## config.mk

```make
export PLATFORM = sky130hd
export DESIGN_NAME = wr_region_guard
export DESIGN_NICKNAME = d
export VERILOG_FILES = /design/src/rtl/wrg_pkg.sv /design/src/rtl/wrg_bound_regs.sv /design/src/rtl/wrg_store_check.sv /design/src/rtl/wr_region_guard.sv
export SDC_FILE = /design/constraint.sdc
export NUM_CORES = 1
export LEC_CHECK = 0
export ABC_AREA = 1
export CORE_MARGIN = 10
export CORE_UTILIZATION = 50
export CTS_CLUSTER_DIAMETER = 80
export CTS_CLUSTER_SIZE = 28
export DETAILED_ROUTE_END_ITERATION = 10
export PLACE_DENSITY_LB_ADDON = 0.3
export SYNTH_ARGS = -nofsm -noshare
export SYNTH_HDL_FRONTEND = slang
export SYNTH_SLANG_ARGS = --single-unit
```

## constraint.sdc

```tcl
create_clock -name clk_i -period 3.63 [get_ports clk_i]
set_input_delay 0.726 -clock clk_i [delete_from_list [all_inputs] [get_ports clk_i]]
set_output_delay 0.726 -clock clk_i [all_outputs]
set_load 0.005 [all_outputs]
```

## src/rtl/wrg_pkg.sv

```systemverilog
package wrg_pkg;
  localparam int unsigned GRAN_LOG2 = 10;  // 1 kB granules
  localparam int unsigned SHARED_SEL = 0;

  function automatic int unsigned lo_sel(input int unsigned t);
    return 2 * t + 1;
  endfunction

  function automatic int unsigned hi_sel(input int unsigned t);
    return 2 * t + 2;
  endfunction
endpackage

```

## src/rtl/wrg_bound_regs.sv

```systemverilog
module wrg_bound_regs #(
  parameter int unsigned NUM_THREADS = 4,
  parameter int unsigned IDX_W       = 6,
  parameter int unsigned SEL_W       = 4
) (
  input  logic                                  clk_i,
  input  logic                                  rst_ni,
  input  logic                                  cfg_we_i,
  input  logic                                  cfg_super_i,
  input  logic [SEL_W-1:0]                      cfg_sel_i,
  input  logic [IDX_W-1:0]                      cfg_val_i,
  output logic [IDX_W-1:0]                      shared_hi_o,
  output logic [NUM_THREADS-1:0][IDX_W-1:0]     win_lo_o,
  output logic [NUM_THREADS-1:0][IDX_W-1:0]     win_hi_o,
  output logic                                  priv_fault_o
);
  logic wr_ok;
  assign wr_ok = cfg_we_i & cfg_super_i;

  always_ff @(posedge clk_i or negedge rst_ni) begin
    if (!rst_ni)                                                shared_hi_o <= '1;
    else if (wr_ok && cfg_sel_i == SEL_W'(wrg_pkg::SHARED_SEL)) shared_hi_o <= cfg_val_i;
  end

  for (genvar t = 0; t < NUM_THREADS; t++) begin : g_win
    // empty window at reset: lower above upper
    always_ff @(posedge clk_i or negedge rst_ni) begin
      if (!rst_ni)                                                 win_lo_o[t] <= '1;
      else if (wr_ok && cfg_sel_i == SEL_W'(wrg_pkg::lo_sel(t)))   win_lo_o[t] <= cfg_val_i;
    end
    always_ff @(posedge clk_i or negedge rst_ni) begin
      if (!rst_ni)                                                 win_hi_o[t] <= '0;
      else if (wr_ok && cfg_sel_i == SEL_W'(wrg_pkg::hi_sel(t)))   win_hi_o[t] <= cfg_val_i;
    end
  end

  always_ff @(posedge clk_i or negedge rst_ni) begin
    if (!rst_ni) priv_fault_o <= 1'b0;
    else         priv_fault_o <= cfg_we_i & ~cfg_super_i;
  end
endmodule

```

## src/rtl/wrg_store_check.sv

```systemverilog
module wrg_store_check #(
  parameter int unsigned NUM_THREADS = 4,
  parameter int unsigned ADDR_W      = 16,
  parameter int unsigned IDX_W       = 6,
  parameter int unsigned TID_W       = 2
) (
  input  logic [TID_W-1:0]                   st_tid_i,
  input  logic [ADDR_W-1:0]                  st_addr_i,
  input  logic [IDX_W-1:0]                   shared_hi_i,
  input  logic [NUM_THREADS-1:0][IDX_W-1:0]  win_lo_i,
  input  logic [NUM_THREADS-1:0][IDX_W-1:0]  win_hi_i,
  output logic                               allow_o
);
  logic [IDX_W-1:0]       idx;
  logic [NUM_THREADS-1:0] in_win;
  logic                   in_shared;
  logic                   in_own;

  assign idx       = st_addr_i[ADDR_W-1:wrg_pkg::GRAN_LOG2];
  assign in_shared = (idx <= shared_hi_i);

  for (genvar t = 0; t < NUM_THREADS; t++) begin : g_cmp
    assign in_win[t] = (idx >= win_lo_i[t]) && (idx <= win_hi_i[t]);
  end

  always_comb begin
    in_own = 1'b0;
    for (int t = 0; t < NUM_THREADS; t++)
      if (st_tid_i == TID_W'(t)) in_own = in_win[t];
  end

  assign allow_o = in_shared | in_own;
endmodule

```

## src/rtl/wr_region_guard.sv

```systemverilog
module wr_region_guard #(
  parameter int unsigned NUM_THREADS = 4,
  parameter int unsigned ADDR_W      = 16,
  localparam int unsigned IDX_W      = ADDR_W - wrg_pkg::GRAN_LOG2,
  localparam int unsigned TID_W      = (NUM_THREADS > 1) ? $clog2(NUM_THREADS) : 1,
  localparam int unsigned SEL_W      = $clog2(2 * NUM_THREADS + 1)
) (
  input  logic              clk_i,
  input  logic              rst_ni,
  input  logic              st_valid_i,
  input  logic [TID_W-1:0]  st_tid_i,
  input  logic [ADDR_W-1:0] st_addr_i,
  input  logic              cfg_we_i,
  input  logic              cfg_super_i,
  input  logic [SEL_W-1:0]  cfg_sel_i,
  input  logic [IDX_W-1:0]  cfg_val_i,
  output logic              wr_en_o,
  output logic              fault_o,
  output logic [TID_W-1:0]  out_tid_o,
  output logic [ADDR_W-1:0] out_addr_o,
  output logic              priv_fault_o
);
  logic [IDX_W-1:0]                  shared_hi;
  logic [NUM_THREADS-1:0][IDX_W-1:0] win_lo;
  logic [NUM_THREADS-1:0][IDX_W-1:0] win_hi;
  logic                              allow;

  wrg_bound_regs #(.NUM_THREADS(NUM_THREADS), .IDX_W(IDX_W), .SEL_W(SEL_W)) u_regs (
    .clk_i        (clk_i),
    .rst_ni       (rst_ni),
    .cfg_we_i     (cfg_we_i),
    .cfg_super_i  (cfg_super_i),
    .cfg_sel_i    (cfg_sel_i),
    .cfg_val_i    (cfg_val_i),
    .shared_hi_o  (shared_hi),
    .win_lo_o     (win_lo),
    .win_hi_o     (win_hi),
    .priv_fault_o (priv_fault_o)
  );

  // judged against bounds held before any same-cycle write
  wrg_store_check #(.NUM_THREADS(NUM_THREADS), .ADDR_W(ADDR_W), .IDX_W(IDX_W), .TID_W(TID_W)) u_chk (
    .st_tid_i    (st_tid_i),
    .st_addr_i   (st_addr_i),
    .shared_hi_i (shared_hi),
    .win_lo_i    (win_lo),
    .win_hi_i    (win_hi),
    .allow_o     (allow)
  );

  always_ff @(posedge clk_i or negedge rst_ni) begin
    if (!rst_ni) begin
      wr_en_o    <= 1'b0;
      fault_o    <= 1'b0;
      out_tid_o  <= '0;
      out_addr_o <= '0;
    end else begin
      wr_en_o <= st_valid_i & allow;
      fault_o <= st_valid_i & ~allow;
      if (st_valid_i) begin
        out_tid_o  <= st_tid_i;
        out_addr_o <= st_addr_i;
      end
    end
  end
endmodule

```

-- Word-level counts from Yosys, hierarchy flattened
Cells that the tools add are included.
- bits of input ports: 33
- output and inout port bits: 21
- flip-flop bits (word level): 75
- $lt $le $gt $ge: 9
- muxes and demuxes: 4
- bitwise operators: 7
- reductions and logical operators: 15
- equal/unequal tests: 11
- operators with widths (operator ; count):
    $le A6 B6 Y1 ; 5
    $ge A6 B6 Y1 ; 4
    $eq A4 B3 Y1 const B ; 4
    $logic_and A1 B1 Y1 ; 13
    $eq A4 B2 Y1 const B ; 2
    $and A1 B1 Y1 ; 4
    $eq A2 B2 Y1 const B ; 2
    $eq A4 B1 Y1 const B ; 1
    $eq A4 B4 Y1 const B ; 1
    $logic_not A4 Y1 ; 1
    $mux W1 ; 4
    $eq A2 B1 Y1 const B ; 1
    $logic_not A2 Y1 ; 1
    $not A1 Y1 ; 2
    $or A1 B1 Y1 ; 1

-- Longest topological paths before layout
- depth after elaboration: 9
- mapped depth: 13

-- Hierarchy
From an unflattened synthesis, not the netlist that was laid out.
- cell total of the unflattened synthesis: 598
- area, all modules: 4667.0 um2
- modules (own cells, without submodules) (module ; times used ; area each (um2) ; cells an instance):
    wrg_bound_regs ; 1 ; 2379.8 ; 263
    wrg_store_check ; 1 ; 1527.7 ; 254
    wr_region_guard ; 1 ; 759.5 ; 81

-- Worst setup path after synthesis
No wires, ideal clock.
- path kind: input to register
- from: input port st_addr_i[10]
- to: register wr_en_o
- stages on the path: 10
- required time: 3.504 ns
- slack: 1.772 ns
- buffers on the path: 0
- arrival time: 1.732 ns
- cell sequence: inv_1 -> ha_1 -> o21ai_0 -> nand2_1 -> nand2_1 -> nand2_1 -> nand3_2 -> nand3_2 -> nand2_2 -> a21oi_1
- word-level cells in the longest chain between the ends: 8
- elaborated cells on any way between the ends: 19
- classes of those cells: 9 x order compare; 4 x mux; 2 x bitwise; 4 x reduce/logical
- RTL lines (element ; RTL line ; RTL):
    start: declaration ; wr_region_guard.sv:12 ; input logic [ADDR_W-1:0] st_addr_i,
    $ge A6 B6 Y1 or $le A6 B6 Y1 (tied branches) ; wrg_store_check.sv:23 ; assign in_win[t] = (idx >= win_lo_i[t]) && (idx <= win_hi_i[t]);
    $logic_and A1 B1 Y1 ; wrg_store_check.sv:23 ;
    $mux W1 (4 in series) ; wrg_store_check.sv:29 ; if (st_tid_i == TID_W'(t)) in_own = in_win[t];
    $or A1 B1 Y1 * ; wrg_store_check.sv:32 ; assign allow_o = in_shared | in_own;
    $and A1 B1 Y1 * ; wr_region_guard.sv:58 ; wr_en_o <= st_valid_i & allow;
    end signal: assignment ; wr_region_guard.sv:58 ;
    end: declaration ; wr_region_guard.sv:17 ; output logic wr_en_o,
Mark *: on every way between the ends. The rest lies on a longest branch, timed or not.
A chain may end at the register's enable or synchronous reset.

-- Final worst setup path
- from: input port st_addr_i[15]
- to: register wr_en_o
Same word-level chain as after synthesis.

==> results.txt <==
Fin Hold WS = 442 ps
Initial DRT Pass Iterations = 4
XOR/XNOR share of the synthesized area = 0
Number of DRC markers in iteration 0 = 216
Reg2Reg Depth = 10
# IOs = 54
Main combinational cell family by area after synthesis = simple AND/OR/NAND/NOR gates
Chip width = 113 um
WL final = 10000 um
DRC viols = 0
Power density cells = 479 nW/um^2
Clk root buf = clkbuf_8
Post-synthesis instance total = 533
Max-Cap Viols = 0
H-tree depth = 3
Die Ht = 113 um
CTS tree = yes
Post-Place Cells = 680
Crit path arrival time = 2710 ps
Mapped Nets = 620
Bufs on Longest Clock Path = 2
Area Growth Syn to Fin = 20.0%
Portion of netlist area occupied by mux cells = 0
Vias in the first global route = 3309
Worst Hold Class = in -> async
CP startpoint kind = primary input
Crit path time final = 2500 ps
DP Wirelength = 7200 um
Status = finished, final reports clean
RSZ-0062 raised after global routing = false
Part of the Yosys area used for sequential elements = 0.444
Initial core utilization = 0.520
Crit Reg-Reg Startpoint = u_regs.win_lo_o[23]$_DFFE_PN1P_
Count of final hold-check violations = 0
Compound-cell area share of the yosys netlist = 0.0934
Synthesized area = 4310 um^2
Reg clk slew, reported paths = 80 ps
Share of layout cells above drive strength 1 = 0.110
Final Util = 0.623
Placer Congestion = 0.833
Port Buf Inserts = 53
Flop2flop setup slack = 1880 ps
Vias per cell = 4.96
Fin cells = 696
Via count = 3453
CTS resizes = 0
Hold-fix buffers, CTS = 0
Final Slew Violations = 0
Layout Nets = 673
R2R Path End = wr_en_o$_DFF_PN0_
Most frequent cells in the layout = nand2_1 (174), inv_1 (89), o21ai_1 (56), ha_1 (54), clkdlybuf4s50_1 (52)
ANT cells = 0
Required time worst endpoint = 3830 ps
Final TNS setup = 0 ps
Largest net degree at the start of global routing = 43
Fmax = 399 MHz
Initial antenna violation count = 0
First-pass GRT wire length = 16800 um
Clock sink count = 75
Num CTS Buffers = 9
WL per Instance = 14.4 um
Cell Rows = 33
Overflow after GRT = 0
Seq cells post-synth = 75
Core area = 8300 um^2
VDD IR max = 214 uV
Least-Margin Pin Slew = 770 ps
Worst skew pair latency = 350 ps
Period utilization = 0.690
Commonest non-fill, non-tap cell in the layout = nand2_1
Overall Power = 2.48 mW
Worst-path maximum fanout = 10
Post-Syn Area per Cell = 8.09 um^2
Ys Warns = 0
Crit Path Category = in -> reg
Fill cells = 721
Setup repair bufs after CTS = 0
Post-synthesis simple-gate area fraction = 0.210
CP Capture Type = register
LEAKAGE = 2.59 nW
# setup viols final = 0
Worst slew margin = 0.486
ANT nets after route = 0
Adder-Cell Fraction of Synth Area = 0.157
Total die area = 12700 um^2
Total track usage = 0.162
Synth cell types = 23
Layout Skew = 6.48 ps
registers in the layout (all words and copies together) (netlist names):
name,count
wr_en_o,1
u_regs.win_hi_o,24
u_regs.win_lo_o,24
out_tid_o,2
out_addr_o,16
u_regs.shared_hi_o,6
fault_o,1
u_regs.priv_fault_o,1
where the power goes:
| part | internal, mW | leakage [nW] | switching, mW |
|---|---|---|---|
| sequential | 1.01 | 0.882 | 0.0694 |
| combinational | 0.281 | 1.59 | 0.346 |
| clock | 0.455 | 0.119 | 0.314 |
| total | 1.75 | 2.59 | 0.730 |
worst max-delay path, stage by stage:
cell and delay [ps]:
clkdlybuf4s50_1 870, ha_1 350, nand2_1 140, inv_2 60, a21oi_1 150, nand3_1 90, nand3_1 90, nand3_1 90
nand2_2 70, a21oi_1 60
how the worst max path moves through the flow:
stage | startpoint | depth (start not counted) | slack [ps] | to
2_1_floorplan | st_addr_i[10] | 10 | 1770 | wr_en_o$_DFF_PN0_
3_3_place_gp | st_addr_i[15] | 10 | 840 | wr_en_o$_DFF_PN0_
3_5_place_dp | st_addr_i[15] | 12 | 750 | fault_o$_DFF_PN0_
4_1_cts | st_addr_i[15] | 10 | 1100 | wr_en_o$_DFF_PN0_
5_1_grt | st_addr_i[15] | 10 | 980 | wr_en_o$_DFF_PN0_
6_report | st_addr_i[15] | 10 | 1130 | wr_en_o$_DFF_PN0_
area by class of cell:
type                       instances  area, um^2  area share
clock buffer                       9         124      0.0239
clock inverter                     7         116      0.0225
inverter                          93         349      0.0675
multi-input combinational        352        1980       0.384
sequential                        75        1910       0.370
tap                              105         131      0.0254
timing repair buffer              55         553       0.107
cells in the mapped netlist:
master    count  area (um^2)
nand2_1     174          653
inv_1        89          334
o21ai_1      56          280
ha_1         54          676
dfrtp_1      45         1130
dfstp_2      30          788
nor2_1       17         63.8
nand3_1      15         75.1
buf_2        11         55.1
a21oi_1      10         50.1
o21ai_0       6         30.0
inv_2         4         15.0
nor2_2        4         25.0
nand3_2       3         30.0
nand4_1       3         18.8
a21o_1        2         15.0
nand2_2       2         12.5
nor3_2        2         20.0
o21bai_1      2         15.0
a31oi_2       1         12.5
clkbuf_1      1         3.75
clkbuf_2      1         5.00
nor3b_1       1         7.51
layer usage:
metal | share of wire | track usage
met5 | 0 | 0
met4 | 0.018 | 0.0465
met3 | 0.055 | 0.0454
met2 | 0.45 | 0.253
met1 | 0.48 | 0.214
logic make-up (layout without fill, tap and decap cells):
family          Yosys count  in the layout
simple gates            221            221
buf+inv                 106            164
compound gates           77             77
flops                    75             75
fa+ha+maj                54             54
per-stage QoR:
stage,cell area [um^2],setup WS [ps]
global placement,4930,835
detailed placement,4930,747
global route,5170,977
floorplan,4310,1770
CTS,5170,1100
finish,5170,1130
Note: power is estimated with default switching activity, not from simulation.
